==> src/rtl/mbist_pkg.sv <==
package mbist_pkg;

    localparam int unsigned NUM_ELEM    = 6;
    localparam int unsigned ELEM_W      = 3;
    localparam int unsigned OPIDX_W     = 2;
    localparam int unsigned SYNC_CYCLES = 3;
    localparam int unsigned SYNC_W      = (SYNC_CYCLES > 1) ? $clog2(SYNC_CYCLES) : 1;

    localparam logic [ELEM_W-1:0] LAST_ELEM = ELEM_W'(NUM_ELEM - 1);
    localparam logic [SYNC_W-1:0] SYNC_LAST = SYNC_W'(SYNC_CYCLES - 1);

    typedef enum logic [1:0] {
        ST_IDLE,
        ST_SYNC,
        ST_RUN,
        ST_FIN
    } seq_state_e;

    // one march operation: valid, read (1) / write (0), data polarity
    typedef struct packed {
        logic vld;
        logic rd;
        logic val;
    } march_op_t;

    // index of the last operation inside an element
    function automatic logic [OPIDX_W-1:0] elem_last_op(input logic [ELEM_W-1:0] e);
        case (e)
            3'd0:    return 2'd0;
            3'd1:    return 2'd1;
            3'd2:    return 2'd3;
            3'd3:    return 2'd1;
            3'd4:    return 2'd3;
            default: return 2'd0;
        endcase
    endfunction

    // only the second element walks the address space downwards
    function automatic logic elem_descending(input logic [ELEM_W-1:0] e);
        return (e == 3'd1);
    endfunction

    // {rd, val} for operation o of element e
    function automatic logic [1:0] op_code(input logic [ELEM_W-1:0] e,
                                           input logic [OPIDX_W-1:0] o);
        logic [1:0] c;
        c = 2'b00;
        case (e)
            3'd0: c = 2'b00;
            3'd1: c = (o == 2'd0) ? 2'b10 : 2'b01;
            3'd2: begin
                case (o)
                    2'd0:    c = 2'b11;
                    2'd1:    c = 2'b00;
                    2'd2:    c = 2'b10;
                    default: c = 2'b01;
                endcase
            end
            3'd3: c = (o == 2'd0) ? 2'b11 : 2'b00;
            3'd4: begin
                case (o)
                    2'd0:    c = 2'b10;
                    2'd1:    c = 2'b01;
                    2'd2:    c = 2'b11;
                    default: c = 2'b00;
                endcase
            end
            default: c = 2'b10;
        endcase
        return c;
    endfunction

endpackage

==> src/rtl/mbist_seq.sv <==
module mbist_seq
    import mbist_pkg::*;
#(
    parameter int unsigned AW = 4
) (
    input  logic            clk,
    input  logic            rst,
    input  logic            test_en,
    output logic            own,
    output logic            start,
    output logic            done,
    output march_op_t       op,
    output logic [AW-1:0]   addr
);

    localparam logic [AW-1:0]      ADDR_MAX = {AW{1'b1}};
    localparam logic [AW-1:0]      ADDR_ONE = AW'(1);
    localparam logic [ELEM_W-1:0]  ELEM_ONE = ELEM_W'(1);
    localparam logic [OPIDX_W-1:0] OP_ONE   = OPIDX_W'(1);
    localparam logic [SYNC_W-1:0]  SYNC_ONE = SYNC_W'(1);

    seq_state_e         state, state_n;
    logic [SYNC_W-1:0]  sync_cnt, sync_cnt_n;
    logic [ELEM_W-1:0]  elem, elem_n;
    logic [OPIDX_W-1:0] op_idx, op_idx_n;
    logic [AW-1:0]      addr_q, addr_n;
    logic               done_q;

    logic               last_op;
    logic               last_addr;
    logic               desc;
    logic [ELEM_W-1:0]  elem_next;
    logic [1:0]         code;

    assign desc      = elem_descending(elem);
    assign last_op   = (op_idx == elem_last_op(elem));
    assign last_addr = desc ? (addr_q == '0) : (addr_q == ADDR_MAX);
    assign elem_next = elem + ELEM_ONE;

    always_comb begin
        state_n    = state;
        sync_cnt_n = sync_cnt;
        elem_n     = elem;
        op_idx_n   = op_idx;
        addr_n     = addr_q;
        if (!test_en) begin
            state_n = ST_IDLE;
        end else begin
            case (state)
                ST_IDLE: begin
                    state_n    = ST_SYNC;
                    sync_cnt_n = '0;
                end
                ST_SYNC: begin
                    if (sync_cnt == SYNC_LAST) begin
                        state_n  = ST_RUN;
                        elem_n   = '0;
                        op_idx_n = '0;
                        addr_n   = elem_descending('0) ? ADDR_MAX : '0;
                    end else begin
                        sync_cnt_n = sync_cnt + SYNC_ONE;
                    end
                end
                ST_RUN: begin
                    if (!last_op) begin
                        op_idx_n = op_idx + OP_ONE;
                    end else begin
                        op_idx_n = '0;
                        if (!last_addr) begin
                            addr_n = desc ? (addr_q - ADDR_ONE) : (addr_q + ADDR_ONE);
                        end else if (elem == LAST_ELEM) begin
                            state_n = ST_FIN;
                        end else begin
                            elem_n = elem_next;
                            addr_n = elem_descending(elem_next) ? ADDR_MAX : '0;
                        end
                    end
                end
                default: state_n = ST_FIN;
            endcase
        end
    end

    always_ff @(posedge clk) begin
        if (rst) begin
            state    <= ST_IDLE;
            sync_cnt <= '0;
            elem     <= '0;
            op_idx   <= '0;
            addr_q   <= '0;
            done_q   <= 1'b0;
        end else begin
            state    <= state_n;
            sync_cnt <= sync_cnt_n;
            elem     <= elem_n;
            op_idx   <= op_idx_n;
            addr_q   <= addr_n;
            done_q   <= (state == ST_FIN) && test_en;
        end
    end

    assign code   = op_code(elem, op_idx);
    assign op.vld = (state == ST_RUN);
    assign op.rd  = code[1];
    assign op.val = code[0];

    assign own   = (state != ST_IDLE);
    assign start = (state == ST_IDLE) && test_en;
    assign done  = done_q;
    assign addr  = (state == ST_RUN) ? addr_q : '0;

endmodule

==> src/rtl/mbist_cmp.sv <==
module mbist_cmp
    import mbist_pkg::*;
#(
    parameter int unsigned DW = 8
) (
    input  logic          clk,
    input  logic          rst,
    input  logic          start,
    input  logic          test_en,
    input  march_op_t     op,
    input  logic [DW-1:0] rdata,
    output logic          strobe,
    output logic          latched
);

    logic          pend;
    logic          exp_val;
    logic [DW-1:0] diff;
    logic          mismatch;

    // per-bit difference against the solid expected pattern
    for (genvar b = 0; b < DW; b++) begin : g_bit
        assign diff[b] = rdata[b] ^ exp_val;
    end

    assign mismatch = pend && (|diff);

    always_ff @(posedge clk) begin
        if (rst) begin
            pend    <= 1'b0;
            exp_val <= 1'b0;
            strobe  <= 1'b0;
            latched <= 1'b0;
        end else begin
            pend    <= op.vld && op.rd && test_en;
            exp_val <= op.val;
            strobe  <= mismatch;
            if (start) begin
                latched <= 1'b0;
            end else if (mismatch) begin
                latched <= 1'b1;
            end
        end
    end

endmodule

==> src/rtl/mbist_portmux.sv <==
module mbist_portmux
    import mbist_pkg::*;
#(
    parameter int unsigned AW = 4,
    parameter int unsigned DW = 8
) (
    input  logic            own,
    input  march_op_t       op,
    input  logic [AW-1:0]   bist_addr,
    input  logic [AW-1:0]   sys_addr,
    input  logic [DW-1:0]   sys_wdata,
    input  logic            sys_we,
    output logic [AW-1:0]   mem_addr,
    output logic [DW-1:0]   mem_wdata,
    output logic            mem_we
);

    logic [DW-1:0] pattern;
    logic          bist_we;

    assign pattern = {DW{op.val}};
    assign bist_we = op.vld && !op.rd;

    assign mem_addr  = own ? bist_addr : sys_addr;
    assign mem_wdata = own ? (op.vld ? pattern : '0) : sys_wdata;
    assign mem_we    = own ? bist_we : sys_we;

endmodule

==> src/rtl/mbist_march_lr.sv <==
module mbist_march_lr
    import mbist_pkg::*;
#(
    parameter int unsigned AW = 4,
    parameter int unsigned DW = 8
) (
    input  logic          clk,
    input  logic          rst,
    input  logic          test_en,
    input  logic [AW-1:0] sys_addr,
    input  logic [DW-1:0] sys_wdata,
    input  logic          sys_we,
    input  logic [DW-1:0] mem_rdata,
    output logic [AW-1:0] mem_addr,
    output logic [DW-1:0] mem_wdata,
    output logic          mem_we,
    output logic          bist_done,
    output logic          fail_latched,
    output logic          fail_strobe
);

    logic          own;
    logic          start;
    march_op_t     op;
    logic [AW-1:0] bist_addr;

    mbist_seq #(.AW(AW)) u_seq (
        .clk     (clk),
        .rst     (rst),
        .test_en (test_en),
        .own     (own),
        .start   (start),
        .done    (bist_done),
        .op      (op),
        .addr    (bist_addr)
    );

    mbist_cmp #(.DW(DW)) u_cmp (
        .clk     (clk),
        .rst     (rst),
        .start   (start),
        .test_en (test_en),
        .op      (op),
        .rdata   (mem_rdata),
        .strobe  (fail_strobe),
        .latched (fail_latched)
    );

    mbist_portmux #(.AW(AW), .DW(DW)) u_mux (
        .own       (own),
        .op        (op),
        .bist_addr (bist_addr),
        .sys_addr  (sys_addr),
        .sys_wdata (sys_wdata),
        .sys_we    (sys_we),
        .mem_addr  (mem_addr),
        .mem_wdata (mem_wdata),
        .mem_we    (mem_we)
    );

endmodule

==> config.mk <==
export PLATFORM = sky130hd
export DESIGN_NAME = mbist_march_lr
export DESIGN_NICKNAME = d
export VERILOG_FILES = /design/src/rtl/mbist_pkg.sv /design/src/rtl/mbist_seq.sv /design/src/rtl/mbist_cmp.sv /design/src/rtl/mbist_portmux.sv /design/src/rtl/mbist_march_lr.sv
export SDC_FILE = /design/constraint.sdc
export NUM_CORES = 1
export LEC_CHECK = 0
export ABC_AREA = 1
export BUFFER_PORTS_ARGS = -buffer_cell sky130_fd_sc_hd__buf_4
export CAP_MARGIN = 10
export CELL_PAD_IN_SITES_DETAIL_PLACEMENT = 1
export CELL_PAD_IN_SITES_GLOBAL_PLACEMENT = 1
export CORE_MARGIN = 2
export CORE_UTILIZATION = 24
export CTS_CLUSTER_DIAMETER = 40
export DETAILED_ROUTE_END_ITERATION = 8
export GPL_ROUTABILITY_DRIVEN = 0
export HOLD_SLACK_MARGIN = 0.02
export MAX_ROUTING_LAYER = met4
export PLACE_DENSITY_LB_ADDON = 0.1
export SLEW_MARGIN = 20
export SYNTH_ARGS = -nofsm -noshare
export SYNTH_HDL_FRONTEND = slang
export SYNTH_HIERARCHICAL = 1
export SYNTH_SLANG_ARGS = --single-unit
==> constraint.sdc <==
create_clock -name clk -period 2.37 [get_ports clk]
set_clock_uncertainty 0.15 [all_clocks]
set_input_delay 0.1185 -clock clk [delete_from_list [all_inputs] [get_ports clk]]
set_output_delay 0.1185 -clock clk [all_outputs]
set_load 0.05 [all_outputs]
==> impl_metrics.tcl, run 1 <==
set metrics [dict create \
    crit_path_max_fanout 8 \
    whs_endpoint "u_cmp/strobe" \
    wl_per_cell_um 12.2 \
    die-area_sq_um 7100 \
    layout_setup_ws_ps 175 \
    grt_pass1_wl_um 7910 \
    dieWidth_um 84.3 \
    hold-worst-slack_ps 143 \
    syn-cell-area_sq_um 1550 \
    grt_antenna_before_repair 0 \
    cts_setup_buffers 0 \
    site_row_count 29 \
    worstHoldStart "mem_rdata[0]" \
    clk_pin_slew_worst_paths_ps 80 \
    finalHoldViolations 0 \
    reg2reg_depth 12 \
    power.leakage_nw 1.09 \
    cts_buffers 3 \
    worst-endpoint-required_ps 2100 \
    worst_ir_drop_on_vdd_v 0.000325 \
    wirelength_um 4560 \
    max_freq_mhz 456 \
    setup-tns-final_ps 0 \
    run_status "complete, no violations" \
    dp_worst_setup_slack_ps 250 \
    place.detailed.hpwl_um 3750 \
    groute.usage.overall_pct 14.0 \
    clkSinkCount 18 \
    regToRegSetupSlack_ps 320 \
    r2r-start "u_seq/elem[1]" \
    arrival_ps 1930 \
    synth_warnings 6 \
    gr-total-overflow 0 \
    clock_tree.htree_level_count 1 \
    vias_per_cell 4.49 \
    holdPathStages 6 \
    synth_cell_types 29 \
    insertedDiodeCount 0 \
    grt_max_degree 14 \
    place_area_sq_um 1920 \
    drc 0 \
    power-per-cell-area_nw_per_um2 735 \
    timing.slew.headroom_pct 70.8 \
    worstSetupEndpointType "output pin" \
    finalWorstPathRequiredPeriod_ps 2200 \
    floorplan.die.height_um 84.3 \
    setup_viol 0 \
    design_area_sq_um 2030 \
    grt_pass1_vias 1739 \
    layout-drive-gt1-share_pct 23.3 \
    hold_path_class "in -> reg" \
    placement.io_buffers 39 \
    rsz0062_at_grt "false" \
    layout_worst_path_cycle_share_pct 92.6 \
    tightest_slew_ps 439 \
    synth_fp_nets 292 \
    area.growth.synth_to_final_pct 31.5 \
    critical_path.startpoint_type "register" \
    worst_r2r_endpoint "u_seq/addr_q[3]" \
    layout.nets 337 \
    core_area_sq_um 6280 \
    drtPass1Iterations 4 \
    syn-mean-instance-area_sq_um 6.14 \
    finalMaxSlewViolations 0 \
    cts_root_buffer "sky130_fd_sc_hd__clkbuf_8" \
    max-clock-path-buffers 2 \
    post_synth_inst_count 252 \
    route.antenna.remaining_nets 0 \
    vias 1673 \
    floorplan.initialDensity_pct 24.6 \
    seq_total_area_yosys_pct 23.3 \
    cts_tree "done" \
    ys_seq_elements 18 \
    clock_insertion_delay_worst_skew_ps 260 \
    drv.max_cap_violation_count 0 \
    drt_first_iter_violations 63 \
    setup.worst_path.class "reg -> out" \
    ports_placed_on_the_boundary 40 \
]
-- sequential cells by signal, summed over array words and instances (netlist names) --
| register | flops |
|---|---|
| u_seq/addr_q | 4 |
| u_seq/elem | 3 |
| u_seq/op_idx | 2 |
| u_seq/state | 2 |
| u_seq/sync_cnt | 2 |
| u_cmp/exp_val | 1 |
| u_cmp/latched | 1 |
| u_cmp/pend | 1 |
| u_cmp/strobe | 1 |
| u_seq/done | 1 |
-- power breakdown --
part | internal [mW] | total (mW) | switching (mW)
clock network | 0.148 | 0.264 | 0.116
logic | 0.281 | 0.875 | 0.594
registers | 0.332 | 0.356 | 0.0244
-- final cells by class --
type                            instances  area, sq um
Sequential cell                        18          363
Clock buffer                            4         55.1
Tap cell                               77         96.3
Timing Repair Buffer                   43          330
Fill cell                             843         4240
Inverter                               45          169
Multi-Input combinational cell        186         1020
-- cell families after synthesis --
kind of cell / after synthesis / share of synthesized area [%]
and+or+nand+nor: 145 / 41.7
buffers and inverters: 48 / 12.1
AOI/OAI and AO/OA: 24 / 9.30
DFF: 18 / 23.3
adders and majority gates: 16 / 12.9
xor gates and xnor gates: 1 / 0.566
-- timing repair --
| item | 4_1_cts | 5_1_grt |
|---|---|---|
| endpoints found under the setup margin | 8 | 9 |
| gates resized for setup | 1 | 6 |
| cloned | 0 | 0 |
| endpoints found under the hold margin | 9 | 0 |
| hold buffers | 3 | 0 |
| pin swaps | 0 | 0 |
-- layer usage --
layer	wire (um)	vias up	GRT usage (%)
li1	-	869	-
met1	1990	788	15.9
met2	2430	14	25.3
met3	112	2	2.65
met4	31	0	3.37
met5	0	-	-
-- synth_stat cells, drive strengths merged --
master | instances | area, sq um
o211a | 1 | 10.0
xnor2 | 1 | 8.76
nand3b | 1 | 7.51
buf | 1 | 11.3
o22ai | 1 | 6.26
clkbuf | 2 | 7.51
o21bai | 1 | 7.51
dfxtp | 18 | 360
nand3 | 16 | 115
nand4 | 6 | 37.5
or2 | 2 | 12.5
a21oi | 14 | 73.8
inv | 45 | 169
a211oi | 1 | 7.51
nor2 | 27 | 104
ha | 16 | 200
o21ai | 5 | 28.8
nand2 | 92 | 363
a221o | 1 | 10.0
and2 | 1 | 6.26
-- layout by cell type, fill, tap and decap left out, drive strengths merged, types with 2 or more instances in the layout --
cell / synthesis / final
a21oi: 14 / 14
clkbuf: 2 / 4
or2: 2 / 2
nand2: 92 / 92
buf: 1 / 40
nand3: 16 / 16
o21ai: 5 / 5
nor2: 27 / 27
inv: 45 / 45
ha: 16 / 16
dfxtp: 18 / 18
dlygate4sd3: 0 / 3
nand4: 6 / 6
-- worst max path at each step --
stage	end	cells past startpoint	start	slack, ps
6_report	mem_wdata[6]	8	u_seq/elem[0]	170
5_1_grt	mem_we	10	u_seq/elem[0]	1
4_1_cts	mem_wdata[6]	8	u_seq/elem[0]	60
3_5_place_dp	mem_wdata[6]	8	u_seq/elem[0]	250
3_3_place_gp	mem_wdata[7]	8	u_seq/elem[0]	260
2_1_floorplan	mem_wdata[0]	7	u_seq/elem[0]	450
-- stage by stage --
step / total power [mW] / util [%] / instances
3_3_place_gp: 1.23 / 30.7 / 366
2_1_floorplan: 1.00 / - / 252
4_1_cts: 1.51 / 32.1 / 373
6_report: 1.49 / 32.4 / 373
3_5_place_dp: 1.23 / 30.7 / 366
5_1_grt: 1.63 / 32.4 / 373
-- worst max-delay path: stages (launching register included) --
cell and delay [ps]:
sky130_fd_sc_hd__dfxtp_2 360, sky130_fd_sc_hd__inv_1 100, sky130_fd_sc_hd__ha_2 230, sky130_fd_sc_hd__nand2_1 120
sky130_fd_sc_hd__inv_1 50, sky130_fd_sc_hd__a221o_1 410, sky130_fd_sc_hd__nand3_4 130, sky130_fd_sc_hd__nand2_1 70
sky130_fd_sc_hd__buf_4 190
No activity file was read; power rests on OpenSTA's default activity.
==> run 2, diff against run 1 <==
--- a/config.mk
+++ b/config.mk
@@ -8,8 +8,6 @@
 export ABC_AREA = 1
 export BUFFER_PORTS_ARGS = -buffer_cell sky130_fd_sc_hd__buf_4
 export CAP_MARGIN = 10
-export CELL_PAD_IN_SITES_DETAIL_PLACEMENT = 1
-export CELL_PAD_IN_SITES_GLOBAL_PLACEMENT = 1
 export CORE_MARGIN = 2
 export CORE_UTILIZATION = 24
 export CTS_CLUSTER_DIAMETER = 40
@@ -17,7 +15,6 @@
 export GPL_ROUTABILITY_DRIVEN = 0
 export HOLD_SLACK_MARGIN = 0.02
 export MAX_ROUTING_LAYER = met4
-export PLACE_DENSITY_LB_ADDON = 0.1
 export SLEW_MARGIN = 20
 export SYNTH_ARGS = -nofsm -noshare
 export SYNTH_HDL_FRONTEND = slang
==> run 2 against run 1 <==
  * Maximum frequency decreased by 0.70%
  * Wire length down 20%
  * Via count fell by 3.2%
  * Highest routed layer is now met3
  * Global-route usage shrank 3.0 points
  * Sequential cell count did not move
  * Die area unchanged
  * Setup slack lost 15 ps
  * Final cell count fell by 0.27%
  * Critical endpoint is now mem_wdata[0]
  * Critical path type unchanged
  * Combinational power shrank 3.5%
==> impl_metrics.tcl, run 2 (synthesized netlist as in run 1, its figures left out) <==
set metrics [dict create \
    run_status "complete, no violations" \
    clk_pin_slew_worst_paths_ps 70 \
    core_area_sq_um 6280 \
    setup-tns-final_ps 0 \
    route.antenna.remaining_nets 0 \
    drc 0 \
    cts_buffers 3 \
    floorplan.die.height_um 84.3 \
    layout_worst_path_cycle_share_pct 93.3 \
    cts_root_buffer "sky130_fd_sc_hd__clkbuf_8" \
    critical_path.startpoint_type "register" \
    power.leakage_nw 1.08 \
    power-per-cell-area_nw_per_um2 704 \
    drv.max_cap_violation_count 0 \
    rsz0062_at_grt "false" \
    crit_path_max_fanout 8 \
    registers.top_by_ff_count "u_seq/addr_q" \
    biggest_regs "u_seq/addr_q: 4 flops, u_seq/elem: 3 flops" \
    clock_insertion_delay_worst_skew_ps 250 \
    ports_placed_on_the_boundary 40 \
    drt_first_iter_violations 110 \
    drtPass1Iterations 4 \
    max-clock-path-buffers 2 \
    finalHoldViolations 0 \
    worstSetupEndpointType "output pin" \
    finalMaxSlewViolations 0 \
    place.detailed.hpwl_um 2940 \
    place_area_sq_um 1920 \
    clock_tree.htree_level_count 1 \
    setup_viol 0 \
    cts_tree "done" \
    timing.slew.headroom_pct 74.1 \
    floorplan.initialDensity_pct 24.6 \
    max_freq_mhz 452 \
    dieWidth_um 84.3 \
    vias 1619 \
    grt_max_degree 14 \
    placement.io_buffers 39 \
    clkSinkCount 18 \
    gr-total-overflow 0 \
    grt_antenna_before_repair 0 \
    wirelength_um 3630 \
    tightest_slew_ps 386 \
    crit_path_max_incr_delay_ps 380 \
    largest_register_ff_count 4 \
    arrival_ps 1940 \
    grt_pass1_wl_um 6380 \
    finalWorstPathRequiredPeriod_ps 2210 \
    worst_ir_drop_on_vdd_v 0.000370 \
    setup.worst_path.class "reg -> out" \
    leading_cell_type_in_the_layout_fill_and_taps_excluded "sky130_fd_sc_hd__nand2_1" \
    worst-endpoint-required_ps 2100 \
    path_cells "inv_1, ha_1, nand2_1, inv_1, a221o_1, nand3_2, nand2_1, buf_4" \
    insertedDiodeCount 0 \
    hold_path_class "in -> reg" \
    design_area_sq_um 2000 \
    vias_per_cell 4.35 \
    site_row_count 29 \
    layout.nets 337 \
    wl_per_cell_um 9.77 \
    area.growth.synth_to_final_pct 29.6 \
    groute.usage.overall_pct 11.0 \
    most-common-layout-cells "sky130_fd_sc_hd__nand2_1 (87), sky130_fd_sc_hd__buf_4 (40), sky130_fd_sc_hd__inv_1 (40)" \
    grt_pass1_vias 1478 \
    worst_path_max_delay_cell "sky130_fd_sc_hd__a221o_1" \
    die-area_sq_um 7100 \
    final.fill_count 690 \
    layout-drive-gt1-share_pct 22.0 \
]
run 2: per-layer routing:
| metal | vias up | global-route usage, % | share of wire, % |
|---|---|---|---|
| met3 | 0 | 2.65 | 4.1 |
| met4 | 0 | 0.880 | 0 |
| li1 | 865 | - | - |
| met2 | 24 | 19.1 | 48 |
| met5 | - | - | 0 |
| met1 | 730 | 13.4 | 48 |
run 2: final cells by class:
class                      instances  area (sq um)  share of cell area [%]
multi-input combinational        186          1010                    50.2
sequential                        18           362                    18.0
timing repair buffer              43           330                    16.5
clock buffer                       3          41.3                    2.06
inverter                          45           169                    8.43
tap                               77          96.3                    4.81
run 2: per-stage QoR:
step	std cells	setup slack [ps]	hold WS [ps]	power, mW	utilization [%]
2_1_floorplan	252	448	40.0	1.00	-
3_3_place_gp	366	331	239	1.19	30.7
3_5_place_dp	366	336	239	1.20	30.7
4_1_cts	372	43.7	125	1.43	31.8
5_1_grt	372	6.39	174	1.54	31.9
6_report	372	160	135	1.41	31.9
run 2: report_power, final:
group / switching, mW / internal [mW] / total (mW)
Combinational: 0.567 / 0.277 / 0.844
Sequential: 0.0236 / 0.331 / 0.355
Clock: 0.100 / 0.113 / 0.213
run 2: worst max-delay path, delay by kind of cell (launching register included):
family,cells,cell delay (ps)
AO/OA/AOI/OAI,1,380
flip-flops,1,360
AND/OR/NAND/NOR,3,350
buffers and inverters,3,350
adder cells (fa/ha/maj),1,240
run 2: path summary, 6_finish.rpt:
kind | startpoint | to | slack [ps] | cells after the start
max | u_seq/elem[0] | mem_wdata[0] | 160 | 8
min | mem_rdata[0] | u_cmp/strobe | 130 | 6
max reg2reg | u_seq/elem[1] | u_seq/addr_q[3] | 390 | 12
min reg2reg | u_cmp/pend | u_cmp/strobe | 310 | 2
run 2: what timing repair did:
item                                   in CTS  in global routing
resized for setup                           0                  3
hold buffers                                3                  0
setup endpoints to repair                   0                  9
setup buffers                               0                  0
endpoints found under the hold margin       9                  0
==> run 3, diff against run 2 <==
--- a/config.mk
+++ b/config.mk
@@ -8,8 +8,9 @@
 export ABC_AREA = 1
 export BUFFER_PORTS_ARGS = -buffer_cell sky130_fd_sc_hd__buf_4
 export CAP_MARGIN = 10
-export CORE_MARGIN = 2
+export CORE_MARGIN = 5
 export CORE_UTILIZATION = 24
+export CTS_BUF_LIST = sky130_fd_sc_hd__clkbuf_8
 export CTS_CLUSTER_DIAMETER = 40
 export DETAILED_ROUTE_END_ITERATION = 8
 export GPL_ROUTABILITY_DRIVEN = 0
==> run 3 against run 2 <==
  * Final cell count is 0.27% higher
  * Die area is 15% higher
  * Global-route usage down 1.3 points
  * Largest cell class unchanged
==> impl_metrics.tcl, run 3 (synthesized netlist as in run 1, its figures left out) <==
set metrics [dict create \
    run_status "complete, no violations" \
    p_int_mw 0.756 \
    hold_path_class "in -> reg" \
    place.detailed.hpwl_um 3120 \
    layout_worst_path_cycle_share_pct 94.1 \
    drtPass1Iterations 5 \
    worstSetupEndpointType "output pin" \
    floorplan.die.height_um 90.3 \
    clock_power_share_pct 17.3 \
    place_area_sq_um 1920 \
    wirelength_um 3770 \
    grt_antenna_before_repair 0 \
    worst_r2r_endpoint "u_seq/addr_q[3]" \
    worst-endpoint-required_ps 2100 \
    gr-total-overflow 0 \
    grt_pass1_wl_um 6710 \
    crit_start "u_seq/elem[0]" \
    clk_pin_slew_worst_paths_ps 70 \
    arrival_ps 1960 \
    largest_register_ff_count 4 \
    biggest_regs "u_seq/addr_q: 4 flops, u_seq/elem: 3 flops" \
    reg2reg_depth 12 \
    r2r-start "u_seq/elem[1]" \
    max-clock-path-buffers 2 \
    comb_power_share_pct 58.4 \
    postLayoutCoreUtil_pct 32.0 \
    cts_root_buffer "sky130_fd_sc_hd__clkbuf_8" \
    finalMaxSlewViolations 0 \
    registers.top_by_ff_count "u_seq/addr_q" \
    critical_path.startpoint_type "register" \
    grt_pass1_vias 1521 \
    area.growth.synth_to_final_pct 30.7 \
    core_area_sq_um 6310 \
    floorplan.initialDensity_pct 24.5 \
    groute.usage.overall_pct 9.69 \
    setup.worst_path.class "reg -> out" \
    tightest_slew_ps 401 \
    layout-drive-gt1-share_pct 21.6 \
    leading_cell_type_in_the_layout_fill_and_taps_excluded "sky130_fd_sc_hd__nand2_1" \
    dieWidth_um 90.3 \
    vias 1632 \
    finalWorstPathRequiredPeriod_ps 2230 \
    clock_tree.htree_level_count 1 \
    max_freq_mhz 449 \
    layout.nets 337 \
    drc 0 \
    vias_per_cell 4.38 \
    drt_first_iter_violations 79 \
    crit_path_max_fanout 8 \
    site_row_count 29 \
    design_area_sq_um 2020 \
    placement.io_buffers 39 \
    total_power_mw 1.46 \
    setup_viol 0 \
    wl_per_cell_um 10.1 \
    crit_end "mem_wdata[0]" \
    seq_power_share_pct 24.3 \
    die-area_sq_um 8150 \
    insertedDiodeCount 0 \
    cts_setup_buffers 0 \
    clock_insertion_delay_worst_skew_ps 250 \
    grt_max_degree 14 \
    power.leakage_nw 1.09 \
    timing.slew.headroom_pct 73.1 \
    most-common-layout-cells "sky130_fd_sc_hd__nand2_1 (87), sky130_fd_sc_hd__buf_4 (40), sky130_fd_sc_hd__inv_1 (40)" \
    drv.max_cap_violation_count 0 \
    power-per-cell-area_nw_per_um2 720 \
    regToRegSetupSlack_ps 320 \
    sw_frac_of_total_pct 48.1 \
    holdPathStages 6 \
    cts_tree "done" \
    worst_ir_drop_on_vdd_v 0.000316 \
    switching_power_mw 0.700 \
    clkSinkCount 18 \
    route.antenna.remaining_nets 0 \
    finalHoldViolations 0 \
    ports_placed_on_the_boundary 40 \
    cts_buffers 3 \
]
## run 3: cell types whose count changed in the layout (fill, tap and decap cells not counted)
| cell | before | now |
|---|---|---|
| sky130_fd_sc_hd__ha_2 | 1 | 0 |
| sky130_fd_sc_hd__nand3_2 | 3 | 2 |
| sky130_fd_sc_hd__clkbuf_8 | 3 | 4 |
| sky130_fd_sc_hd__ha_1 | 15 | 16 |
| sky130_fd_sc_hd__dfxtp_2 | 1 | 0 |
| sky130_fd_sc_hd__dfxtp_1 | 17 | 18 |
| sky130_fd_sc_hd__nand3_4 | 2 | 3 |
## run 3: worst min-delay path by stage
| stage | slack [ps] | from | to |
|---|---|---|---|
| after detailed placement | 240 | test_en | u_seq/done |
| after floorplan | 40 | rst | u_cmp/exp_val |
| final | 140 | mem_rdata[0] | u_cmp/strobe |
| after CTS | 140 | mem_rdata[0] | u_cmp/strobe |
| after global routing | 180 | mem_rdata[0] | u_cmp/strobe |
| after global placement | 240 | test_en | u_seq/done |
## run 3: power groups by stage
stage	registers [mW]	logic, mW	clock network, mW
after floorplan	0.358	0.645	0
after global placement	0.360	0.835	0
after detailed placement	0.362	0.847	0
after CTS	0.354	0.852	0.268
after global routing	0.358	0.941	0.276
final	0.354	0.850	0.252
## run 3: timing repair
action	4_1_cts	5_1_grt
endpoints found under the setup margin	0	8
hold buffers	3	0
resized for setup	0	2
hold endpoints to repair	8	0
## run 3: area by class of cell
type	instances	area (sq um)
clock buffer	4	55.1
fill	692	4290
sequential	18	360
tap	77	96.3
multi-input combinational	186	1010
inverter	45	169
timing repair buffer	43	330
## run 3: routing by layer
layer  part of all wire [%]  vias up  global-route usage (%)  wire length [um]
li1                       -      862                       -                 -
met1                     44      732                    11.2              1660
met2                     49       38                    16.6              1840
met3                    7.2        0                    3.58               270
met4                      0        0                   0.993                 0
met5                      0        -                       -                 0
## run 3: critical path, cell delays in order (launching register included)
cell                      delay [ps]
sky130_fd_sc_hd__dfxtp_1         370
sky130_fd_sc_hd__inv_1           120
sky130_fd_sc_hd__ha_1            250
sky130_fd_sc_hd__nand2_1         130
sky130_fd_sc_hd__inv_1            50
sky130_fd_sc_hd__a221o_1         400
sky130_fd_sc_hd__nand3_4         120
sky130_fd_sc_hd__nand2_1          60
sky130_fd_sc_hd__buf_4           190
## run 3: metrics by stage
step	hold WS (ps)	instances	TNS [ps]	worst slack, ps
2_1_floorplan	40.0	252	0	448
6_report	144	373	0	141
3_5_place_dp	241	366	0	301
3_3_place_gp	241	366	0	313
4_1_cts	142	373	0	3.16
5_1_grt	180	373	-6.02	-5.55
